--- src/rtl/irq_arb_pkg.sv ---
package irq_arb_pkg;

    localparam logic [15:0] UNLOCK_KEY = 16'h05FA;

    // Mask over the kept priority bits that selects the preempt field.
    function automatic logic [7:0] preempt_mask(input logic [2:0] grp, input int impl);
        int         pre;
        logic [7:0] m;
        pre = 7 - int'(grp);
        if (pre > impl) pre = impl;
        m = '0;
        for (int b = 0; b < 8; b++) begin
            if (b < impl && b >= impl - pre) m[b] = 1'b1;
        end
        return m;
    endfunction

endpackage

--- src/rtl/irq_prio_regs.sv ---
module irq_prio_regs #(
    parameter int N_IRQ = 8,
    parameter int IMPL  = 4,
    parameter int AW    = 4
) (
    input  logic                       clk,
    input  logic                       rst_n,
    input  logic                       wr_en,
    input  logic [AW-1:0]              addr,
    input  logic [31:0]                wdata,
    output logic [31:0]                rdata,
    output logic [N_IRQ-1:0][IMPL-1:0] prio,
    output logic [2:0]                 grp
);
    import irq_arb_pkg::*;

    typedef struct packed {
        logic [N_IRQ-1:0][IMPL-1:0] prio;
        logic [2:0]                 grp;
    } regs_t;

    regs_t st_d, st_q;

    logic unused_wdata;
    assign unused_wdata = ^wdata;

    always_comb begin
        st_d = st_q;
        if (wr_en) begin
            if (addr == '0) begin
                if (wdata[31:16] == UNLOCK_KEY) st_d.grp = wdata[10:8];
            end else begin
                for (int i = 0; i < N_IRQ; i++) begin
                    if (addr == AW'(i + 1)) st_d.prio[i] = wdata[7 -: IMPL];
                end
            end
        end
    end

    always_comb begin
        rdata = '0;
        if (addr == '0) begin
            rdata[10:8] = st_q.grp;
        end else begin
            for (int i = 0; i < N_IRQ; i++) begin
                if (addr == AW'(i + 1)) rdata[7 -: IMPL] = st_q.prio[i];
            end
        end
    end

    always_ff @(posedge clk) begin
        if (!rst_n) st_q <= '0;
        else        st_q <= st_d;
    end

    assign prio = st_q.prio;
    assign grp  = st_q.grp;

    // grouping moves only after a write to address 0 carrying the key
    p_key_r3: assert property (@(posedge clk) disable iff (!rst_n)
        !$stable(st_q.grp) |-> $past(wr_en && addr == '0 && wdata[31:16] == UNLOCK_KEY));

endmodule

--- src/rtl/irq_pick.sv ---
module irq_pick #(
    parameter int N_IRQ = 8,
    parameter int IMPL  = 4,
    parameter int IDW   = 3
) (
    input  logic [N_IRQ-1:0]           pending,
    input  logic [N_IRQ-1:0][IMPL-1:0] prio,
    output logic                       any,
    output logic [IDW-1:0]             id,
    output logic [IMPL-1:0]            best
);
    // Walk from the top line down; "<=" lets a lower line win a tie.
    always_comb begin
        any  = 1'b0;
        id   = '0;
        best = '1;
        for (int i = N_IRQ - 1; i >= 0; i--) begin
            if (pending[i] && (!any || prio[i] <= best)) begin
                any  = 1'b1;
                id   = IDW'(i);
                best = prio[i];
            end
        end
    end
endmodule

--- src/rtl/irq_level_stack.sv ---
module irq_level_stack #(
    parameter int N_IRQ = 8,
    parameter int IMPL  = 4,
    parameter int DW    = 4
) (
    input  logic            clk,
    input  logic            rst_n,
    input  logic            push,
    input  logic [IMPL-1:0] push_level,
    input  logic            pop_req,
    output logic            pop_ok,
    output logic [DW-1:0]   depth,
    output logic [IMPL-1:0] top_level,
    output logic            eff_empty,
    output logic [IMPL-1:0] eff_top
);
    typedef struct packed {
        logic [N_IRQ-1:0][IMPL-1:0] lvl;
        logic [DW-1:0]              depth;
    } stk_t;

    stk_t st_d, st_q;

    logic [IMPL-1:0] under;
    logic [DW-1:0]   base;

    always_comb begin
        top_level = '0;
        under     = '0;
        for (int i = 0; i < N_IRQ; i++) begin
            if (st_q.depth == DW'(i + 1)) top_level = st_q.lvl[i];
            if (st_q.depth == DW'(i + 2)) under     = st_q.lvl[i];
        end
        pop_ok    = pop_req && (st_q.depth != '0);
        eff_empty = (st_q.depth == '0) || (pop_ok && st_q.depth == DW'(1));
        eff_top   = pop_ok ? under : top_level;
    end

    always_comb begin
        st_d = st_q;
        base = st_q.depth - (pop_ok ? DW'(1) : DW'(0));
        st_d.depth = base;
        if (push && base < DW'(N_IRQ)) begin
            for (int i = 0; i < N_IRQ; i++) begin
                if (base == DW'(i)) st_d.lvl[i] = push_level;
            end
            st_d.depth = base + DW'(1);
        end
    end

    always_ff @(posedge clk) begin
        if (!rst_n) st_q <= '0;
        else        st_q <= st_d;
    end

    assign depth = st_q.depth;

    // nesting never exceeds the number of lines
    p_depth_limit_r10: assert property (@(posedge clk) disable iff (!rst_n)
        st_q.depth <= DW'(N_IRQ));

    // a return with nothing active leaves the stack empty
    p_empty_ret_r10: assert property (@(posedge clk) disable iff (!rst_n)
        (st_q.depth == '0 && pop_req && !push) |=> st_q.depth == '0);

endmodule

--- src/rtl/irq_preempt_arb.sv ---
module irq_preempt_arb #(
    parameter int N_IRQ = 8,
    parameter int IMPL  = 4,
    localparam int AW   = $clog2(N_IRQ + 1),
    localparam int IDW  = (N_IRQ > 1) ? $clog2(N_IRQ) : 1,
    localparam int DW   = $clog2(N_IRQ + 1)
) (
    input  logic             clk,
    input  logic             rst_n,
    input  logic             reg_wr,
    input  logic [AW-1:0]    reg_addr,
    input  logic [31:0]      reg_wdata,
    output logic [31:0]      reg_rdata,
    input  logic [N_IRQ-1:0] irq_req,
    input  logic             irq_ret,
    output logic             take_o,
    output logic [IDW-1:0]   take_id_o,
    output logic             take_chain_o,
    output logic [DW-1:0]    depth_o,
    output logic [IMPL-1:0]  top_level_o
);
    import irq_arb_pkg::*;

    typedef struct packed {
        logic [N_IRQ-1:0] pending;
    } arb_t;

    arb_t st_d, st_q;

    logic [N_IRQ-1:0][IMPL-1:0] prio;
    logic [2:0]                 grp;
    logic                       win_any;
    logic [IDW-1:0]             win_id;
    logic [IMPL-1:0]            win_prio;
    logic [IMPL-1:0]            win_level;
    logic [7:0]                 mask8;
    logic                       take;
    logic                       pop_ok;
    logic                       eff_empty;
    logic [IMPL-1:0]            eff_top;
    logic [IMPL-1:0]            stk_top;
    logic [DW-1:0]              stk_depth;

    irq_prio_regs #(.N_IRQ(N_IRQ), .IMPL(IMPL), .AW(AW)) u_regs (
        .clk   (clk),
        .rst_n (rst_n),
        .wr_en (reg_wr),
        .addr  (reg_addr),
        .wdata (reg_wdata),
        .rdata (reg_rdata),
        .prio  (prio),
        .grp   (grp)
    );

    irq_pick #(.N_IRQ(N_IRQ), .IMPL(IMPL), .IDW(IDW)) u_pick (
        .pending (st_q.pending),
        .prio    (prio),
        .any     (win_any),
        .id      (win_id),
        .best    (win_prio)
    );

    irq_level_stack #(.N_IRQ(N_IRQ), .IMPL(IMPL), .DW(DW)) u_stack (
        .clk        (clk),
        .rst_n      (rst_n),
        .push       (take),
        .push_level (win_level),
        .pop_req    (irq_ret),
        .pop_ok     (pop_ok),
        .depth      (stk_depth),
        .top_level  (stk_top),
        .eff_empty  (eff_empty),
        .eff_top    (eff_top)
    );

    always_comb begin
        mask8     = preempt_mask(grp, IMPL);
        win_level = win_prio & mask8[IMPL-1:0];
        take      = win_any && (eff_empty || (win_level < eff_top));

        st_d = st_q;
        if (take) st_d.pending[win_id] = 1'b0;
        st_d.pending = st_d.pending | irq_req;
    end

    always_ff @(posedge clk) begin
        if (!rst_n) st_q <= '0;
        else        st_q <= st_d;
    end

    assign take_o       = take;
    assign take_id_o    = win_id;
    assign take_chain_o = take && pop_ok;
    assign depth_o      = stk_depth;
    assign top_level_o  = stk_top;

    // only a pending line is ever taken
    p_take_pending_r11: assert property (@(posedge clk) disable iff (!rst_n)
        take_o |-> st_q.pending[take_id_o]);

    // a taken line is no longer pending unless requested again
    p_take_clears_r11: assert property (@(posedge clk) disable iff (!rst_n)
        (take_o && !irq_req[take_id_o]) |=> !st_q.pending[$past(take_id_o)]);

    // a nested take leaves a strictly more urgent level on top
    p_nest_more_urgent_r6: assert property (@(posedge clk) disable iff (!rst_n)
        (take_o && !irq_ret && depth_o != '0) |=> top_level_o < $past(top_level_o));

endmodule

--- config.mk ---
export PLATFORM = sky130hd
export DESIGN_NAME = irq_preempt_arb
export DESIGN_NICKNAME = d
export VERILOG_FILES = /design/src/rtl/irq_arb_pkg.sv /design/src/rtl/irq_prio_regs.sv /design/src/rtl/irq_pick.sv /design/src/rtl/irq_level_stack.sv /design/src/rtl/irq_preempt_arb.sv
export SDC_FILE = /design/constraint.sdc
export NUM_CORES = 1
export LEC_CHECK = 0
export BUFFER_PORTS_ARGS = -buffer_cell sky130_fd_sc_hd__buf_2
export CAP_MARGIN = 0
export CORE_ASPECT_RATIO = 1.5
export CORE_UTILIZATION = 55
export CTS_CLUSTER_DIAMETER = 50
export DETAILED_ROUTE_END_ITERATION = 6
export GPL_TIMING_DRIVEN = 0
export PLACE_DENSITY = 0.77
export SLEW_MARGIN = 10
export SYNTH_ARGS = -nofsm -noshare
export SYNTH_HDL_FRONTEND = slang
export SYNTH_SLANG_ARGS = --single-unit
--- constraint.sdc ---
create_clock -name clk -period 24.9 [get_ports clk]
set_input_delay 1.245 -clock clk [delete_from_list [all_inputs] [get_ports clk]]
set_output_delay 1.245 -clock clk [all_outputs]
set_load 0.005 [all_outputs]
==> results of run 1 <==
## state kept, by name (all words and copies together) (netlist names)
| register | cells |
|---|---|
| u_regs.prio | 32 |
| u_stack.st_q | 32 |
| st_q | 8 |
| u_stack.depth | 4 |
| u_regs.grp | 3 |
## worst reg2reg max path: cells and delay by family, from the launching register on
| family | cells | cell delay [ps] |
|---|---|---|
| buf+inv | 11 | 1930 |
| simple gates | 15 | 3070 |
| fa+ha+maj | 8 | 2020 |
| flops | 1 | 370 |
| mux | 6 | 1870 |
| compound gates | 29 | 6330 |
## power by group through the flow
stage                     Combinational, mW  Clock [mW]  Sequential [mW]
after detailed placement              0.303           0            0.148
after floorplan                       0.229           0            0.145
final                                 0.309       0.125            0.146
after global placement                0.296           0            0.148
after CTS                             0.305       0.125            0.145
after global routing                  0.335       0.131            0.146
## per-stage QoR
step	power, mW	worst slack (ps)	hold slack (ps)	cell area [µm²]
final	0.579	7940	473	7030
after global routing	0.612	7020	493	7030
after CTS	0.575	8130	472	7020
after detailed placement	0.451	8590	463	6750
after global placement	0.444	9020	443	6750
after floorplan	0.373	11020	431	6300
## layout by cell type, fill, tap and decap left out, drive strengths merged, types with 9 or more instances in the layout
cell type and n:
o211ai 13, nor4 10, conb 25, a221oi 9
ha 34, or3 10, clkbuf 49, nand2b 10
inv 37, mux2i 85, nor3 15, o21a 16
a21oi 29, o21ai 47, nor2b 10, and3 11
dfxtp 79, nor2 68, nand2 62, nand3 21
mux2 15, buf 96
## final timing paths
check / endpoint / cells after the start / slack (ps)
max: take_chain_o / 67 / 7940
min: u_stack.st_q[7] / 2 / 470
max reg2reg: u_stack.st_q[31] / 69 / 9240
min reg2reg: u_stack.st_q[7] / 2 / 470
## logic make-up after synthesis
kind of cell,count (synthesis)
AO/OA/AOI/OAI,178
XOR/XNOR,5
adder cells (fa/ha/maj),34
buffers and inverters,118
flip-flops,79
multiplexers,100
other,1
AND/OR/NAND/NOR,250
## routing by layer
| metal | GRT usage, % | wire length, µm | vias up |
|---|---|---|---|
| met4 | 21.6 | 1290 | 0 |
| met1 | 29.8 | 6360 | 2887 |
| met3 | 3.76 | 636 | 83 |
| met5 | 0 | 0 | - |
| li1 | - | - | 2896 |
| met2 | 58.5 | 9740 | 244 |
## area by class of cell
class	count	area, µm²	area share (%)
inverters	38	143	2.03
well taps	147	184	2.62
repair buffers	53	265	3.77
flip-flops and latches	79	1580	22.5
clock inverters	4	30.0	0.427
clock buffers	12	246	3.51
plain buffers	80	455	6.48
multi-input cells	592	4120	58.7
==> results.tsv, run 1 <==
stage	metric	value	unit
outcome	status	finished clean	
floorplan	io_pins	93	
sta	finalSetupTns	0	ps
yosys	yosys.area_share.xor_xnor	0.706	%
clock_network	numClockSinks	79	
yosys	netlist_area	6210	µm²
placed_design	port_buffers	53	
route	drt_drc_violations_left	0	
sta	fmax	0.0590	GHz
sta	skew	7.42	ps
finish	finalNonFillerCells	1005	
route	ant_nets	0	
power	p_int	0.334	mW
yosys	synth_top_area_cell	dfxtp_1	
finish	fin_util	63.9	%
power	power.leakage	2.90	nW
sta	max_slew_margin	35.4	%
worst_hold_path	worstHoldStart	u_stack.st_q[7]	
clock_network	cts_root_buf	clkbuf_16	
power	switching_share	42.4	%
setup_path	cp_data_arrival_time	15720	ps
sta	hold_viol	0	
power	power_density	82.4	nW/µm²
clock_network	path_clk_slew	60	ps
yosys	synth_compound_area_share	20.3	%
sta	rsz0062_at_grt	no	
route	num_vias	6110	
floorplan	die_h	132	µm
floorplan	num_rows	47	
yosys	synth_mux_area_share	16.7	%
yosys	synth-seq-cells	79	
yosys	synth_common_cells	84 x mux2i_1, 79 x dfxtp_1, 67 x nor2_1	
floorplan	dieArea	11700	µm²
sta	setup_viol	0	
setup_path	crit_type	reg -> out	
finish	nNetsFinal	935	
sta	period_share	68.1	%
grt	antenna_found_initial	0	
floorplan	core	11000	µm²
setup_path	crit_buf_inv	10	
grt	grt_pass1_vias	5921	
sta	worstMarginPinSlew	961	ps
setup_path	reg2reg_from	st_q[7]	
clock_network	clk_path_buf_depth	2	
sta	min_period	16960	ps
setup_path	crit_path_end_kind	output port	
setup_path	cp-startpoint	st_q[7]	
worst_hold_path	min_path_type	reg -> reg	
yosys	synth_cells	765	
grt	track_usage	31.0	%
floorplan	initial_core_util	56.4	%
yosys	synth_cell_types	78	
power	switchingPower	0.245	mW
yosys	synth_simple_gate_area_share	20.2	%
yosys	syn_area_per_cell	8.11	µm²
yosys	ys_seq_area_share	25.5	%
clock_network	cts_tree	done	
placed_design	dp.cells	989	
power	comb_power_share	53.3	%
route	dr.pass1.iters	5	
grt	grt_overflow_total	0	
yosys	yosysTopAreaCellShare	25.5	%
power	seqPwrFrac	25.1	%
setup_path	slowest_stage	o31ai_4	
finish	drive_gt1_share	16.6	%
yosys	ys_async_sr_fraction	0	%
floorplan	die-width	88.7	µm
setup_path	start_kind	register	
yosys	synth_most_common_cell	mux2i_1	
finish	antennaDiodeCount	0	
yosys	synth-edff-count	0	
yosys	synthAdderAreaFrac	6.85	%
route	vias_per_cell	6.08	
sta	slew_viol_final	0	
setup_path	worst_ep_required_time	23650	ps
power	ir_drop	68.8	µV
yosys	ys.flop_type	dfxtp_1	
route	routed_wl	18.0	mm
yosys	synth_top_family_by_area	compound AO/OA/AOI/OAI gates	
grt	grt_max_degree	14	
route	drt_iter0_drc	355	
flow_run	cap_violations	0	
power	clkPwrFrac	21.5	%
finish	fillCellCount	1003	
setup_path	slowest_delay	520	ps
clock_network	htreeDepth	3	
yosys	synth_area_leaders	dfxtp_1 25%, mux2i_1 14%, ha_1 6.9%	
yosys	yosysWarnings	0	
clock_network	cts_buffers	9	
setup_path	crit_path_max_fanout	10	
clock_network	clk_latency	340	ps
setup_path	cp_top_family	compound AO/OA/AOI/OAI gates	
clock_network	postCtsSetupRepairBufs	0	
finish	syn_to_final_growth	13.2	%
route	wl_per_cell	17.9	µm
clock_network	postCtsHoldBufs	0	
grt	grt_pass1_wl	28.0	mm
placed_design	gp_congestion	0.953	
clock_network	cts_resized	0	
placed_design	post-dp-hpwl	14.2	mm
setup_path	cpMostUsedCell	ha_1	
No activity file was read; power rests on OpenSTA's default activity.
==> run 2: changes to the inputs <==
--- a/config.mk
+++ b/config.mk
@@ -5,6 +5,7 @@
 export SDC_FILE = /design/constraint.sdc
 export NUM_CORES = 1
 export LEC_CHECK = 0
+export ABC_AREA = 1
 export BUFFER_PORTS_ARGS = -buffer_cell sky130_fd_sc_hd__buf_2
 export CAP_MARGIN = 0
 export CORE_ASPECT_RATIO = 1.5
==> constraint.sdc (replaced) <==
create_clock -name clk -period 17.74 [get_ports clk]
set_input_delay 0.887 -clock clk [delete_from_list [all_inputs] [get_ports clk]]
set_output_delay 0.887 -clock clk [all_outputs]
set_load 0.005 [all_outputs]
==> results.tsv, run 2 <==
stage	metric	value	unit	change
outcome	status	finished clean		unchanged
placed_design	post-dp-hpwl	13.3	mm	was 14.2 mm
setup_path	start_kind	register		unchanged
setup_path	crit_path_max_fanout	10		unchanged
floorplan	initial_core_util	56.0	%	was 56.4%
sta	skew	7.42	ps	about the same
finish	layout_commonest_cell	nand2_1		was mux2i_1
yosys	ys_async_sr_fraction	0	%	unchanged
yosys	yosysTopAreaCellShare	25.7	%	was 25.5%
sta	slew_viol_final	0		unchanged
power	power.leakage	3.53	nW	was 2.90 nW
sta	setup_ws	6370	ps	was 7940 ps
power	power_density	130	nW/µm²	was 82.4 nW/µm²
sta	worstMarginPinSlew	660	ps	was 961 ps
grt	grt_pass1_vias	5856		was 5921
clock_network	numClockSinks	79		unchanged
power	total_power	0.910	mW	was 0.579 mW
route	routed_wl	16.8	mm	was 18.0 mm
yosys	netlist_area	6160	µm²	was 6210 µm²
floorplan	num_rows	47		unchanged
setup_path	cp_top_family	simple AND/OR/NAND/NOR gates		was compound AO/OA/AOI/OAI gates
yosys	synth_most_common_cell	nand2_1		was mux2i_1
placed_design	place_ws	6820	ps	was 8590 ps
clock_network	clk_latency	350	ps	was 340 ps
finish	top_regs	u_regs.prio: 32 flops, u_stack.st_q: 32 flops, st_q: 8 flops		unchanged
sta	finalSetupTns	0	ps	unchanged
sta	hold_viol	0		unchanged
setup_path	crit_buf_inv	12		was 10
clock_network	clk_path_buf_depth	2		unchanged
yosys	synth_cells	958		was 765
sta	setup_viol	0		unchanged
sta	rsz0062_at_grt	no		unchanged
yosys	synth_cell_types	40		was 78
clock_network	cts_root_buf	clkbuf_16		unchanged
route	num_vias	6274		was 6110
grt	track_usage	30.3	%	was 31.0%
setup_path	crit_path_end_kind	output port		unchanged
floorplan	die-width	88.4	µm	was 88.7 µm
route	drt_drc_violations_left	0		unchanged
clock_network	cts_tree	done		unchanged
finish	nNetsFinal	1132		was 935
finish	syn_to_final_growth	13.9	%	was 13.2%
placed_design	gp_congestion	0.944		was 0.953
setup_path	slowest_stage	o21ai_0		was o31ai_4
sta	period_share	64.1	%	
grt	antenna_found_initial	0		unchanged
floorplan	die_h	132	µm	about the same
placed_design	port_buffers	57		was 53
yosys	synth-edff-count	0		unchanged
finish	final_cell_mix	192 x nand2_1, 178 x inv_1, 113 x nor2_1		was 84 x mux2i_1, 79 x dfxtp_1, 67 x nor2_1
yosys	ys_seq_area_share	25.7	%	was 25.5%
grt	grt_pass1_wl	26.9	mm	was 28.0 mm
route	drt_iter0_drc	278		was 355
power	ir_drop	78.0	µV	was 68.8 µV
finish	antennaDiodeCount	0		unchanged
finish	final_area	7020	µm²	was 7030 µm²
setup_path	crit_type	reg -> out		unchanged
finish	fillCellCount	1107		was 1003
yosys	synth_top_area_cell	dfxtp_1		unchanged
setup_path	cpMostUsedCell	nand2_2		was ha_1
setup_path	slowest_delay	440	ps	was 520 ps
clock_network	postCtsSetupRepairBufs	0		unchanged
yosys	ys.flop_type	dfxtp_1		unchanged
yosys	synth-seq-cells	79		unchanged
worst_hold_path	min_path_type	reg -> reg		unchanged
route	vias_per_cell	5.22		was 6.08
route	ant_nets	0		unchanged
clock_network	htreeDepth	3		unchanged
floorplan	core	11000	µm²	unchanged
clock_network	path_clk_slew	60	ps	about the same
sta	max_slew_margin	56.0	%	was 35.4%
yosys	synth_common_cells	192 x nand2_1, 178 x inv_1, 113 x nor2_1		was 84 x mux2i_1, 79 x dfxtp_1, 67 x nor2_1
yosys	synth_area_leaders	dfxtp_1 26%, nand2_1 12%, inv_1 11%		was dfxtp_1 25%, mux2i_1 14%, ha_1 6.9%
clock_network	cts_resized	0		unchanged
yosys	syn_area_per_cell	6.43	µm²	was 8.11 µm²
clock_network	postCtsHoldBufs	0		unchanged
floorplan	dieArea	11600	µm²	was 11700 µm²
yosys	yosysWarnings	0		unchanged
flow_run	cap_violations	0		unchanged
sta	min_period	11370	ps	
sta	fmax	0.0880	GHz	
route	dr.pass1.iters	7		was 5
route	wl_per_cell	14.0	µm	was 17.9 µm
setup_path	cp_data_arrival_time	10480	ps	was 15720 ps
finish	drive_gt1_share	15.5	%	was 16.6%
clock_network	cts_buffers	9		unchanged
setup_path	worst_ep_required_time	16850	ps	was 23650 ps
grt	grt_max_degree	13		was 14
grt	grt_overflow_total	0		unchanged
placed_design	place_area	6720	µm²	was 6750 µm²
floorplan	io_pins	93		unchanged
[run 2: changes by cell type in the layout (fill, tap and decap cells not counted), sizes merged, moves of 11 or more]
cell    delta
a21oi     +32
nor2      +45
and3      -11
mux2i     -85
o21a      -16
nand3     +36
clkbuf    -33
nand2    +159
o21ai     +16
inv      +143
mux2      -15
nand4     +32
[run 2: area by class of cell]
type	count	area [µm²]	area share (%)
Buffer	47	353	5.02
Clock buffer	12	256	3.65
Clock inverter	3	42.5	0.606
Inverter	182	684	9.75
Multi-Input combinational cell	674	3630	51.8
Sequential cell	79	1580	22.5
Tap cell	147	184	2.62
Timing Repair Buffer	57	285	4.06
[run 2: worst reg2reg max path, delay by kind of cell, from the launching register on]
kind | cells | cell delay [ps]
adder cells (fa/ha/maj) | 8 | 2460
AO/OA/AOI/OAI | 13 | 2410
buffers and inverters | 11 | 1280
AND/OR/NAND/NOR | 37 | 3800
flip-flops | 1 | 320
[run 2: metrics by stage]
| stage | util (%) | std cells | hold slack [ps] |
|---|---|---|---|
| floorplan | - | 982 | 444 |
| global placement | 61.1 | 1186 | 464 |
| detailed placement | 61.1 | 1186 | 476 |
| CTS | 63.9 | 1201 | 485 |
| global route | 63.9 | 1201 | 513 |
| finish | 63.9 | 1201 | 481 |
[run 2: cell families after synthesis]
family	after synthesis	share of synthesized area, %
AOI/OAI and AO/OA	173	16.2
xor gates and xnor gates	3	0.426
adders and majority gates	34	6.90
buffers and inverters	229	16.8
DFF	79	25.7
other	1	0.0608
and+or+nand+nor	439	33.9
[run 2: path summary, 6_finish.rpt]
kind           start                to  slack (ps)  depth (start not counted)
max reg2reg  st_q[7]  u_stack.st_q[34]        7370                         69
min reg2reg  st_q[0]           st_q[0]         480                          2
max          st_q[7]      take_chain_o        6370                         69
min          st_q[0]           st_q[0]         480                          2
[run 2: power by group]
group          switching [mW]  leakage, nW  internal, mW
sequential             0.0215        0.643         0.210
clock                  0.0751        0.145         0.116
combinational           0.314         2.74         0.174
total                   0.411         3.53         0.500
[run 2: layer usage]
metal,vias to the layer above,part of all wire [%],global-route usage (%)
li1,3229,-,-
met3,69,3.3,4.27
met5,-,0,0
met2,176,53,55.1
met4,0,6.4,20.1
met1,2800,38,30.8
